--- src/rtl/cbc_pkg.sv ---
package cbc_pkg;

  typedef enum logic [1:0] {
    ST_IDLE = 2'd0,
    ST_RECV = 2'd1,
    ST_EVAL = 2'd2
  } cbc_state_e;

  localparam logic [7:0] ERR_LINK   = 8'hFF;
  localparam logic [7:0] ERR_FORMAT = 8'h0F;

  // One byte through the CRC register, least significant input bit first.
  function automatic logic [15:0] crc_step_byte(input logic [15:0] crc_in,
                                                input logic [7:0]  din,
                                                input logic [15:0] poly);
    logic [15:0] c;
    logic        fb;
    c = crc_in;
    for (int b = 0; b < 8; b++) begin
      fb = din[b] ^ c[15];
      c  = {c[14:0], 1'b0} ^ (fb ? poly : 16'h0000);
    end
    return c;
  endfunction

  // Required total block size per opcode, 0 when the opcode is unsupported.
  function automatic logic [7:0] op_block_size(input logic [7:0] op);
    case (op)
      8'h05:   return 8'd7;
      8'h0A:   return 8'd11;
      8'h08:   return 8'd39;
      8'h11:   return 8'd4;
      default: return 8'd0;
    endcase
  endfunction

endpackage

--- src/rtl/cbc_crc16.sv ---
module cbc_crc16 #(
  parameter logic [15:0] POLY = 16'h8005
) (
  input  logic        clk,
  input  logic        rst_n,
  input  logic        clr,
  input  logic        en,
  input  logic [7:0]  din,
  output logic [15:0] crc
);
  import cbc_pkg::*;

  logic [15:0] crc_q, crc_d, base;

  always_comb begin
    base  = clr ? 16'h0000 : crc_q;
    crc_d = en ? crc_step_byte(base, din, POLY) : base;
  end

  always_ff @(posedge clk or negedge rst_n) begin
    if (!rst_n) crc_q <= 16'h0000;
    else        crc_q <= crc_d;
  end

  assign crc = crc_q;

  p_crc_hold_r3: assert property (@(posedge clk) disable iff (!rst_n)
    (!en && !clr) |=> $stable(crc_q));

  p_crc_clear_r3: assert property (@(posedge clk) disable iff (!rst_n)
    (clr && !en) |=> (crc_q == 16'h0000));

endmodule

--- config.mk ---
export PLATFORM = sky130hd
export DESIGN_NAME = cbc_crc16
export DESIGN_NICKNAME = d
export VERILOG_FILES = /design/src/rtl/cbc_pkg.sv /design/src/rtl/cbc_crc16.sv
export SDC_FILE = /design/constraint.sdc
export NUM_CORES = 1
export LEC_CHECK = 0
export ABC_AREA = 1
export BUFFER_PORTS_ARGS = -buffer_cell sky130_fd_sc_hd__buf_2
export CAP_MARGIN = 0
export CELL_PAD_IN_SITES_DETAIL_PLACEMENT = 2
export CELL_PAD_IN_SITES_GLOBAL_PLACEMENT = 2
export CORE_MARGIN = 5
export CORE_UTILIZATION = 26
export CTS_CLUSTER_DIAMETER = 60
export DETAILED_ROUTE_END_ITERATION = 10
export PLACE_DENSITY_LB_ADDON = 0.1
export SYNTH_ARGS = -nofsm -noshare
export SYNTH_HDL_FRONTEND = slang
export SYNTH_SLANG_ARGS = --single-unit
--- constraint.sdc ---
create_clock -name clk -period 1.38 [get_ports clk]
set_input_delay 0.069 -clock clk [delete_from_list [all_inputs] [get_ports clk]]
set_output_delay 0.069 -clock clk [all_outputs]
set_load 0.1 [all_outputs]
==> key figures <==
Timing
  • Skew final: 0.00143 ns
  • Final setup viols: 5
  • Max-Slew Margin vs Limit: around 67%
  • Slew Viols, Final: 0
  • RSZ-0062 raised after global routing: true
  • Final Hold Viols: 0
  • Final Worst Setup Slack: -0.311 ns
  • Max frequency: a little under 0.6 GHz
  • Final cycle utilization of the critical path: 123%
  • Worst Tran Pin Value: 0.500 ns
  • Minimum clock period: between 1.5 and 2 ns

Routing
  • Drt pass-1 iters: 4
  • Initial DRC Count: 30
  • WL/cell: ~17 um
  • Vias per inst: ~4.7
  • Residual DRC: 0
  • Vias post-DR: around 1300
  • Final ANT Viol Nets: 0
  • DRT Wirelength: 4490 um

Critical path
  • CP Class: flop to flop
  • Worst path arrival time: between 1.5 and 2 ns
  • Worst setup EP type: flop
  • Reg-to-reg slack, setup: -0.31 ns
  • CP startpoint kind: flop
  • CP required: around 1.5 ns
  • Critical-path maximum fanout: 3

Cells and area
  • Layout Nets: ~230
  • Antenna diodes: 0
  • Share of cells above drive strength 1: 62.4%
  • Final Cell Area: roughly 0.0018 mm^2
  • Area added between synthesis and finish: 57.1%
  • Max FFs per register: 16
  • Reg area: 433 um^2
  • Multi-input logic area: between 800 and 900 um^2
  • Filler cell count: about 500

Clock network
  • Reg clk slew, reported paths: 0.07 ns
  • CTS buffer count: 3
  • Clock H-tree levels: 1
  • CTS tree: built
  • Root Buffer: clkbuf_8
  • Worst skew pair latency: ~0.25 ns
  • # clock sinks: 16
  • Max Root-Sink Buffers: 2

Floorplanning
  • Core footprint: roughly 0.0043 mm^2
  • Row count: 24
  • Die Y: between 70 and 80 um
  • Full die area: 0.00584 mm^2
  • Die X: 76.4 um
  • Initial Utilization: 26.5%
  • IO Count: 28

Place
  • I/O Buffers: 27
  • Hpwl dp: 3160 um
  • RePlAce Congestion: between 0.7 and 0.8
  • Dpl ws: -0.224 ns
  • Placed cell areas: ~0.0015 mm^2

Power and ir drop
  • Switching portion of total power: roughly half
  • Part of the power in registers: between 20 and 30%
  • Combinational Power Share: 53.3%
  • P_sw: approximately 0.0011 W
  • Pwr Density: about 1300 mW/mm^2
  • IR drop worst, VDD: roughly 0.77 mV
  • Leakage: between 0.9 and 1 nW
  • P_int: 0.00113 W
  • Clock power frac: between 10% and 20%

GRT
  • Initial antenna violation count: 0
  • Vias in the first global route: roughly 1500
  • First-pass GRT wire length: 7170 um
  • Largest net degree at the start of global routing: 17
  • GRT Util Overall: 14.8%
  • Total global routing overflow: 0

Yosys
  • Post-Synthesis Cells: approximately 160
  • Yosys warns: 0
  • Mapped cell area: between 0.001 and 0.0015 mm^2
  • Sequential cell area fraction in the yosys report: 34.9%
  • Net Count, Synth: approximately 170
  • Seq cells post-synth: 16
  • Synth unique cells: 20
  • Post-Syn Area per Cell: 7.08 um^2

Outcome
  • Status: finished with violations
  • Violated checks: setup timing

Hold path
  • Worst min-delay path category: input pin to flop

Run
  • Max cap viols: 0
-- final timing paths --
check	to	from	depth (start not counted)
max reg2reg	crc[15]	crc[10]	14
min in group asynchronous	crc[11]	rst_n	2
max	crc[15]	crc[10]	14
min	crc[15]	en	3
max in group asynchronous	crc[15]	rst_n	2
min reg2reg	crc[12]	crc[4]	2
-- per-layer routing --
layer / global-route usage [%] / wire length [um]
met1: 17.5 / 1900
met2: 27.7 / 2390
met3: 2.84 / 126
met4: 2.10 / 79
met5: 0 / 0
-- Yosys cell counts --
master / instances / area (um^2)
o21ai_0: 11 / 55.1
nand2_2: 23 / 144
xnor2_2: 1 / 16.3
xor2_1: 1 / 8.76
inv_1: 14 / 52.6
clkbuf_1: 3 / 11.3
dfrtp_1: 16 / 400
nand2_1: 48 / 180
nand2_4: 2 / 22.5
nand3_1: 22 / 110
a21oi_1: 4 / 20.0
o22ai_1: 2 / 12.5
xnor2_1: 2 / 17.5
nor2_2: 1 / 6.26
buf_6: 2 / 22.5
nor2_1: 4 / 15.0
inv_2: 1 / 3.75
buf_12: 1 / 20.0
nand3_2: 1 / 10.0
a31oi_1: 3 / 18.8
-- logic make-up (layout without fill, tap and decap cells) --
kind of cell / after synthesis / count (layout) / synth area share (%)
compound gates: 20 / 20 / 9.27
simple gates: 101 / 101 / 42.5
buf+inv: 21 / 77 / 9.60
flops: 16 / 16 / 34.9
xor+xnor: 4 / 4 / 3.71
-- cells in the final DEF (no fill, tap or decap), types with 2 or more instances in the layout --
master / n
inv_2: 5
dfrtp_1: 6
o22ai_1: 2
nand3_2: 12
inv_1: 10
nand2_1: 31
buf_2: 27
o21ai_1: 2
nor2_4: 3
a31oi_1: 3
dfrtp_2: 2
nand2_4: 9
buf_4: 29
nand2_2: 33
o21ai_0: 9
nand3_1: 11
dfrtp_4: 8
clkbuf_8: 4
a21oi_1: 4
-- worst max-delay path, stage by stage, from the launching register on --
cell and delay (ns):
dfrtp_4 0.51, nand2_4 0.09, nand2_2 0.06, nand2_2 0.08, nand2_2 0.08, nand2_1 0.11, nand2_1 0.08, nand2_2 0.11
inv_2 0.06, nand2_4 0.08, nand2_4 0.07, nand2_2 0.07, nand3_2 0.07, nand3_2 0.07, nand2_1 0.05
-- through the flow --
step	util [%]	std cells	hold WS (ns)	setup TNS, ns	total power (W)
after floorplan	-	162	-0.227	-0.705	0.00141
after global placement	35.1	257	0.0325	-0.392	0.00166
after detailed placement	35.1	257	0.0364	-0.563	0.00169
after CTS	40.0	268	0.146	-0.545	0.00225
after global routing	41.7	270	0.158	-1.29	0.00240
final	41.7	270	0.162	-0.864	0.00227
-- power by group through the flow --
stage	sequential (W)	combinational, W	clock (W)
after global placement	0.000614	0.00105	0
after detailed placement	0.000620	0.00107	0
final	0.000617	0.00121	0.000443
after floorplan	0.00109	0.000318	0
after CTS	0.000613	0.00117	0.000470
after global routing	0.000626	0.00128	0.000489
-- final cells by class --
| cell class | instances | area share (%) |
|---|---|---|
| Clock buffer | 4 | 3.05 |
| Inverter | 15 | 3.12 |
| Multi-Input combinational cell | 125 | 45.0 |
| Sequential cell | 16 | 24.0 |
| Tap cell | 52 | 3.61 |
| Timing Repair Buffer | 58 | 21.2 |
-- repair_timing --
item | 4_1_cts | 5_1_grt
endpoints found under the setup margin | 3 | 5
hold buffers | 1 | 0
cloned | 0 | 0
setup buffers | 6 | 2
hold endpoints to repair | 16 | 0
resized for setup | 28 | 14
pin swaps | 31 | 12
Note: power is estimated with default switching activity, not from simulation.
